$ cat src/rtl/csk_pkg.sv
// Package: shared defaults and helpers for the block-skip carry adder.
// Assumes: widths are positive; the slice width divides the adder width.
package csk_pkg;
    localparam int unsigned CSK_W_DEF = 16;
    localparam int unsigned CSK_R_DEF = 4;

    // Number of slices for a given adder width and slice width.
    function automatic int unsigned csk_slices(input int unsigned w, input int unsigned r);
        return w / r;
    endfunction
endpackage

$ cat src/rtl/csk_fa.sv
// Module: one-bit full adder that also exposes its propagate term.
// Assumes: inputs are two-valued.
module csk_fa (
    input  logic a,
    input  logic b,
    input  logic ci,
    output logic s,
    output logic co,
    output logic p
);
    // Sum, carry and propagate for a single bit position.
    always_comb begin
        p  = a ^ b;
        s  = p ^ ci;
        co = (a & b) | (p & ci);
    end
endmodule

$ cat src/rtl/csk_slice.sv
// Module: one R-bit slice with a rippled carry chain and a skip multiplexer
// on its carry-out, selected by the AND of all per-bit propagates.
// Assumes: R >= 1; sum bits are always taken from the ripple chain.
module csk_slice #(
    parameter int unsigned R = 4
) (
    input  logic [R-1:0] a,
    input  logic [R-1:0] b,
    input  logic         ci,
    output logic [R-1:0] s,
    output logic         co,
    output logic         grp_p
);
    logic [R:0]   rip;
    logic [R-1:0] bit_p;

    assign rip[0] = ci;

    genvar i;
    generate
        for (i = 0; i < R; i++) begin : g_bit
            csk_fa u_fa (
                .a  (a[i]),
                .b  (b[i]),
                .ci (rip[i]),
                .s  (s[i]),
                .co (rip[i+1]),
                .p  (bit_p[i])
            );
        end
    endgenerate

    // Group propagate and skip selection of the slice carry-out.
    always_comb begin
        grp_p = &bit_p;
        co    = grp_p ? ci : rip[R];
    end

    // Guard: a skipped carry must agree with the rippled one.
    always_comb begin
        if (grp_p) begin
            p_skip_agrees_r3 : assert (rip[R] == ci)
                else $error("slice skip carry differs from rippled carry");
        end
    end

    // Guard: group propagate only when every bit of the slice differs.
    always_comb begin
        p_grp_needs_diff_r2 : assert (grp_p == ((a ^ b) == {R{1'b1}}))
            else $error("group propagate inconsistent with operand bits");
    end

    // Guard: all-kill slice passes no carry onward.
    always_comb begin
        if ((a | b) == '0) begin
            p_kill_blocks_r6 : assert (co == 1'b0)
                else $error("carry escaped a slice with all bits zero");
        end
    end
endmodule

$ cat src/rtl/csk_adder.sv
// Module: W-bit block-skip carry adder built from W/R chained slices.
// Assumes: W is a multiple of R (checked at elaboration); fully combinational.
module csk_adder #(
    parameter int unsigned W = csk_pkg::CSK_W_DEF,
    parameter int unsigned R = csk_pkg::CSK_R_DEF
) (
    input  logic [W-1:0] opa,
    input  logic [W-1:0] opb,
    input  logic         ci,
    output logic [W-1:0] sum,
    output logic         co
);
    localparam int unsigned NS = csk_pkg::csk_slices(W, R);

    logic [NS:0]   chain;
    logic [NS-1:0] grp;

    generate
        if ((W % R) != 0 || R == 0) begin : g_bad_cfg
            $error("csk_adder: W must be a nonzero multiple of R");
        end
    endgenerate

    assign chain[0] = ci;

    genvar k;
    generate
        for (k = 0; k < NS; k++) begin : g_slice
            csk_slice #(.R(R)) u_slice (
                .a     (opa[k*R +: R]),
                .b     (opb[k*R +: R]),
                .ci    (chain[k]),
                .s     (sum[k*R +: R]),
                .co    (chain[k+1]),
                .grp_p (grp[k])
            );
        end
    endgenerate

    // Final carry is the last slice's carry-out.
    always_comb begin
        co = chain[NS];
    end

    // Guard: overall result matches the arithmetic sum.
    always_comb begin
        p_sum_exact_r1 : assert ({co, sum} == ({1'b0, opa} + {1'b0, opb} + {{W{1'b0}}, ci}))
            else $error("adder result differs from arithmetic sum");
    end

    // Guard: with every slice propagating, carry-in reaches the output.
    always_comb begin
        if (&grp) begin
            p_full_skip_r3 : assert (co == ci)
                else $error("full-skip carry-out differs from carry-in");
        end
    end
endmodule

$ cat config.mk
export PLATFORM = sky130hd
export DESIGN_NAME = csk_adder
export DESIGN_NICKNAME = d
export VERILOG_FILES = /design/src/rtl/csk_pkg.sv /design/src/rtl/csk_fa.sv /design/src/rtl/csk_slice.sv /design/src/rtl/csk_adder.sv
export SDC_FILE = /design/constraint.sdc
export NUM_CORES = 1
export LEC_CHECK = 0
export ABC_AREA = 1
export BUFFER_PORTS_ARGS = -buffer_cell sky130_fd_sc_hd__buf_2
export CAP_MARGIN = 10
export CELL_PAD_IN_SITES_DETAIL_PLACEMENT = 1
export CELL_PAD_IN_SITES_GLOBAL_PLACEMENT = 1
export CORE_MARGIN = 3
export CORE_UTILIZATION = 35
export DETAILED_ROUTE_END_ITERATION = 8
export PLACE_DENSITY_LB_ADDON = 0.25
export SLEW_MARGIN = 20
export SYNTH_ARGS = -nofsm -noshare
export SYNTH_HDL_FRONTEND = slang
export SYNTH_SLANG_ARGS = --single-unit
$ cat constraint.sdc
create_clock -name vclk -period 20.1
set_input_delay 2.01 -clock vclk [all_inputs]
set_output_delay 2.01 -clock vclk [all_outputs]
set_load 0.02 [all_outputs]
Word-level counts from Yosys, hierarchy flattened

Cells that the tools add are included.

Add/subtract/negate cells: 0
Multipliers: 0
Divide/modulo/power cells: 0
Order comparisons: 0
Equal/unequal tests: 0
Shift-type cells: 0
Muxes and demuxes: 4
Bitwise gates (word level): 80
Reductions and logical operators: 4

Operators by type and width:

| cell              | number |
|---|---|
| $and A1 B1 Y1     | 32 |
| $xor A1 B1 Y1     | 32 |
| $or A1 B1 Y1      | 16 |
| $reduce_and A4 Y1 | 4 |
| $mux W1           | 4 |

Register bits after elaboration: 0
Bits in latches: 0
Bits in writable memories: 0
Bits in read-only memories: 0
Bits of input ports: 33
Output and inout port bits: 17
Memories kept: 0

Depth between registers and ports, before layout

Gate-level depths: netlist of the first run.

Depth in word-level cells: 37
Depth in mapped cells: 27

By module

From an unflattened synthesis of the first run, not the netlist that was laid out.

Cell total of the unflattened synthesis: 56
Area total of the unflattened synthesis: 625.6 µm²

Modules (own cells, without submodules):

| module    | times used | cells an instance | area an instance (µm²) | seq. area each (µm²) |
|---|---|---|---|---|
| csk_fa    | 16         | 2                 | 32.5                   | 0.0 |
| csk_slice | 4          | 6                 | 26.3                   | 0.0 |

Worst setup path after synthesis of the first run

OpenSTA, ideal clock, no wires.

Path kind: in2out
Start point: input opa[0]
End point: output sum[15]
Arrival: 9.037 ns
Required time: 18.090 ns
Slack: 9.053 ns
Cell stages on the path: 27
Path through: inv_1 -> fa_1 -> inv_1 -> fa_1 -> fa_1 -> fa_1 -> o21bai_2 -> and2_2 -> fa_1 -> fa_1 -> fa_1 -> fa_1 -> o21ai_1 -> nand2_1 -> fa_1 -> fa_1 -> fa_1 -> fa_1 -> or2_1 -> and2_1 -> fa_1 -> fa_1 -> fa_1 -> inv_1 -> fa_1 -> inv_1 -> buf_4

Word-level cells in the longest chain between the ends: 35
Elaborated cells on any way between the ends: 37

Ends and longest elaborated chain:

| item            | RTL line        | text |
|---|---|---|
| from (decl)     | csk_adder.sv:7  | `input logic [W-1:0] opa,` |
| $xor A1 B1 Y1   | csk_fa.sv:13    | `p = a ^ b;` |
| $and A1 B1 Y1   | csk_fa.sv:15    | `co = (a & b) \| (p & ci);` |
| $or A1 B1 Y1    | csk_fa.sv:15    |  |
| $and A1 B1 Y1   | csk_fa.sv:15    |  |
| $or A1 B1 Y1    | csk_fa.sv:15    |  |
| $and A1 B1 Y1   | csk_fa.sv:15    |  |
| $or A1 B1 Y1    | csk_fa.sv:15    |  |
| $and A1 B1 Y1   | csk_fa.sv:15    |  |
| (+19 left out)  | n/a             |  |
| $mux W1 *       | csk_slice.sv:36 | `co = grp_p ? ci : rip[R];` |
| $and A1 B1 Y1 * | csk_fa.sv:15    |  |
| $or A1 B1 Y1 *  | csk_fa.sv:15    |  |
| $and A1 B1 Y1 * | csk_fa.sv:15    |  |
| $or A1 B1 Y1 *  | csk_fa.sv:15    |  |
| $and A1 B1 Y1 * | csk_fa.sv:15    |  |
| $or A1 B1 Y1 *  | csk_fa.sv:15    |  |
| $xor A1 B1 Y1 * | csk_fa.sv:14    | `s = p ^ ci;` |
| to (decl)       | csk_adder.sv:10 | `output logic [W-1:0] sum,` |

Mark *: on every way between the ends. The rest lies on a longest branch, timed or not.

Worst setup path after layout of the first run

Same ends and word-level chain as after synthesis.

==> results of run 1 <==
-- per-stage QoR --
stage | power, mW | cell area (um2) | std cells | utilization (%) | setup slack, ps
finish | 0.03356 | 963.4 | 141 | 46.72 | 8568
global route | 0.03863 | 963.4 | 141 | 46.72 | 8200
CTS | 0.03457 | 963.4 | 141 | 46.72 | 8476
detailed placement | 0.03448 | 963.4 | 141 | 46.72 | 8496
global placement | 0.03339 | 963.4 | 141 | 46.72 | 8611
floorplan | 0.02957 | 799.5 | 80 | - | 9053
-- final cells by class --
class                      count  area, um2
fill                         262       1099
multi-input combinational     54      641.9
timing repair buffer          50      250.2
inverter                      10      37.54
tap                           27      33.78
-- layer usage --
layer | GRT usage (%) | wire (um) | vias to the layer above
li1 | - | - | 290
met1 | 13.01 | 555 | 259
met2 | 22.58 | 827 | 25
met3 | 1.939 | 141 | 0
met4 | 0 | 0 | 0
met5 | 0 | 0 | -
-- cells by family after synthesis --
kind of cell	synth area share (%)
simple gates	13.15
buf+inv	19.72
fa+ha+maj	65.10
compound gates	2.034
-- layout by cell type (no fill, tap or decap), types with 2 or more instances in the layout --
cell,instances
inv_1,10
fa_1,16
nor2_1,2
nand3_2,2
buf_2,50
nand2_1,9
ha_1,16
-- power groups by stage --
stage,combinational (mW),clock [mW],sequential [mW]
after floorplan,0.0296,0,0
after detailed placement,0.0345,0,0
after CTS,0.0346,0,0
after global routing,0.0386,0,0
after global placement,0.0334,0,0
final,0.0336,0,0
-- how the worst max path moves through the flow --
stage	to	slack (ps)	cells after the start
global placement	sum[15]	8610	28
detailed placement	sum[15]	8500	28
floorplan	sum[15]	9050	27
global route	sum[15]	8200	28
CTS	sum[15]	8480	28
finish	sum[15]	8570	28
==> reports/metrics.cfg, run 1 <==
[logic_synthesis]
synth_top_cells_by_area = fa_1, ha_1, buf_4
syn-mean-instance-area_um2 = 9.994
synthesis.nets = 145
yosys_warnings = 0
seq_area_frac_synth_pct = 0
synth_top_area_share_pct = 40.06
synthTopCellsByCount = buf_4, fa_1, ha_1
synth_top_cell_by_area = fa_1
postSynthCellCount = 80
syn_area_um2 = 799.5
post_synth_num_cell_types = 16

[clock_tree]
ctsResizeCount = 0
postCtsSetupRepairBufs = 0
cts_hold_repair.buffers = 0

[power_and_ir_drop]
seq_power_share_pct = 0
switching_share_pct = 61.68
max-vdd-ir-drop_v = 0.00001328
pwr-share-clk_pct = 0
power_switching_uw = 20.70
p_per_area_nw_per_um2 = 34.83
power_leakage_nw = 0.5415
share_comb_of_total_power_pct = 100.0
power_report.internal_total_uw = 12.86

[worst_setup_path]
crit_arrival_ps = 9520
critical_path_launch_point = opa[0]
cp_num_buf_inv = 6
worst_ep_required_time_ps = 18090
crit_path_max_fanout = 2
endpoint_kind = output pin
setup.worst_path.start_class = input port
critical_path_class = input port to output pin
critPathMaxStageDelay_ps = 410
crit_top_cell = fa_1
critical-path-slowest-cell = fa_1
critical_path.top_delay_family = adder cells

[finish]
sequential_cell_count_of_the_final_layout = 0
relative_area_change_from_synthesis_to_final_layout_pct = 20.50
final_layout_size_suffix_gt1_share_pct = 49.12
nClkBuffers = 0
n_antenna_cell = 0
ff_latch_area_um2 = 0
design.final.nets = 181

[place]
port-buffer-count = 50
routabilityCongestion = 0.6569
hpwl_um = 1544

[die]
floorplan.core_area_um2 = 2062
die_width_um = 53.80
dieHeight_um = 53.80
pin_count = 50
floorplan_die_area_um2 = 2894
rows = 16
initial_core_utilization_pct = 38.77

[timing]
max_slew_margin_pct = 86.40
unrepaired_setup_endpoints_after_global_routing = false
setup_violations = 0
timing_max_transition_violations_final = 0
worst-slew-pin-transition_ps = 202.6
achievable-frequency_mhz = 86.72
setup_tns_ps = 0
layout_min_cycle_time_ps = 11530
hold_slack_ps = 4419
finalCritPeriodShare_pct = 57.37
finalHoldViolCount = 0

[min_path]
hp-start = opb[12]
worst_hold_path_type = input port to output pin
worst_hold_path.endpoint = sum[12]
whs_path_depth = 3

[status]
run_status = completed

[global_route]
first_global_vias = 639
antenna_violations_before_repair = 0
grt_max_degree = 3
grt_total_ovfl = 0
grt_first_pass_wirelength_um = 2539
grt_usage_pct = 11.31

[route]
detail_route.first_pass.iterations = 1
totalWireLength_um = 1524
post-route-drc-count = 0
via_per_inst = 4.071
postRouteAntennaNets = 0
drt-wirelength-per-cell_um = 10.81
num_vias = 574
drt_iter0_markers = 0

[job]
cap_violations = 0

Note: power is estimated with default switching activity, not from simulation.
==> run 2, diff against run 1 <==
--- a/config.mk
+++ b/config.mk
@@ -11,7 +11,7 @@
 export CELL_PAD_IN_SITES_DETAIL_PLACEMENT = 1
 export CELL_PAD_IN_SITES_GLOBAL_PLACEMENT = 1
 export CORE_MARGIN = 3
-export CORE_UTILIZATION = 35
+export CORE_UTILIZATION = 32
 export DETAILED_ROUTE_END_ITERATION = 8
 export PLACE_DENSITY_LB_ADDON = 0.25
 export SLEW_MARGIN = 20
==> constraint.sdc (replaced) <==
create_clock -name vclk -period 11.78
set_input_delay 1.178 -clock vclk [all_inputs]
set_output_delay 1.178 -clock vclk [all_outputs]
set_load 0.02 [all_outputs]
==> run 2 against run 1 <==
Final cell count up 0.71%; highest routed layer unchanged; non-clock buffer count unchanged; critical path type unchanged; worst setup slack worse by 6600 ps; via count down 0.35%; largest power group unchanged; largest cell class unchanged; clock-buffer cell count unchanged; global-route usage down 2.1 points; die area up 8.3%; critical path depth unchanged; combinational power up 70%; sequential cell count unchanged; power up 70%; design area up 0.13%.
==> reports/metrics.cfg, run 2 (synthesis gave the netlist of run 1 again) <==
[status]
run_status = completed

[finish]
relative_area_change_from_synthesis_to_final_layout_pct = 20.66
ff_latch_area_um2 = 0
layout.cells.most_common = buf_2
final_cell_mix = buf_2, fa_1, ha_1
n_antenna_cell = 0
final_layout_size_suffix_gt1_share_pct = 49.12
final-instance-count-excl-fill = 142
finalInstanceArea_um2 = 964.7
sequential_cell_count_of_the_final_layout = 0
fin_util_pct = 41.99
design.final.nets = 181
filler_cell_count_in_the_final_layout = 284
nClkBuffers = 0

[die]
die_width_um = 55.99
floorplan_die_area_um2 = 3134
rows = 17
initial_core_utilization_pct = 34.80
floorplan.core_area_um2 = 2297
dieHeight_um = 55.99
pin_count = 50

[route]
post-route-drc-count = 0
postRouteAntennaNets = 0
totalWireLength_um = 1472
drt-wirelength-per-cell_um = 10.37
detail_route.first_pass.iterations = 2
via_per_inst = 4.028
num_vias = 572
drt_iter0_markers = 9

[place]
hpwl_um = 1483
port-buffer-count = 50
routabilityCongestion = 0.6698
area_after_detailed_placement_um2 = 964.7
numPlacedInstances = 142

[min_path]
worst_hold_path_type = input port to output pin

[global_route]
grt_first_pass_wirelength_um = 2511
grt_total_ovfl = 0
antenna_violations_before_repair = 0
grt_usage_pct = 9.257
first_global_vias = 648
grt_max_degree = 3

[worst_setup_path]
crit_top_cell = fa_1
endpoint_kind = output pin
critPathMaxStageDelay_ps = 410
critical-path-slowest-cell = fa_1
worst_ep_required_time_ps = 10600
critical_path_class = input port to output pin
setup.worst_path.start_class = input port
crit_arrival_ps = 8640
crit_path_max_fanout = 2

[timing]
timing_max_transition_violations_final = 0
layout_min_cycle_time_ps = 9814
worst-slew-pin-transition_ps = 218.9
unrepaired_setup_endpoints_after_global_routing = false
setup_violations = 0
max_slew_margin_pct = 85.31
finalCritPeriodShare_pct = 83.31
finalHoldViolCount = 0
setup_tns_ps = 0
achievable-frequency_mhz = 101.9

[clock_tree]
cts_hold_repair.buffers = 0
postCtsSetupRepairBufs = 0
ctsResizeCount = 0

[power_and_ir_drop]
power_leakage_nw = 0.5415
p_per_area_nw_per_um2 = 59.11
finalPower_uw = 57.02
max-vdd-ir-drop_v = 0.00002733

[job]
cap_violations = 0

run 2: worst max-delay path, delay by kind of cell:
family | cells | cell delay [ps]
AO/OA/AOI/OAI | 2 | 340
AND/OR/NAND/NOR | 4 | 690
buffers and inverters | 6 | 520
adder cells (fa/ha/maj) | 16 | 5910
run 2: report_power, final:
part           internal, mW  switching, mW
clock network             0              0
registers                 0              0
logic                0.0220         0.0350
run 2: metrics by stage:
stage,worst slack [ps],hold slack [ps]
6_report,1966,2755
2_1_floorplan,2397,2619
3_3_place_gp,1954,2753
4_1_cts,1855,2764
3_5_place_dp,1901,2764
5_1_grt,1590,2795
run 2: per-layer routing:
layer / GRT usage, % / wire, um / part of all wire (%) / vias up
li1: - / - / - / 290
met1: 10.65 / 554 / 38 / 253
met2: 19.03 / 787 / 53 / 29
met3: 0.9281 / 130 / 8.8 / 0
met4: 0 / 0 / 0 / 0
met5: 0 / 0 / 0 / -
run 2: final timing paths:
| kind | start | endpoint | slack [ps] | depth (start not counted) |
|---|---|---|---|---|
| setup / recovery | opa[0] | sum[15] | 1970 | 28 |
| hold / removal | opb[13] | sum[13] | 2760 | 3 |
run 2: area by class of cell:
type	count	area (um2)	share of cell area (%)
inverters	10	37.54	3.891
multi-input cells	54	641.9	66.54
well taps	28	35.03	3.632
repair buffers	50	250.2	25.94
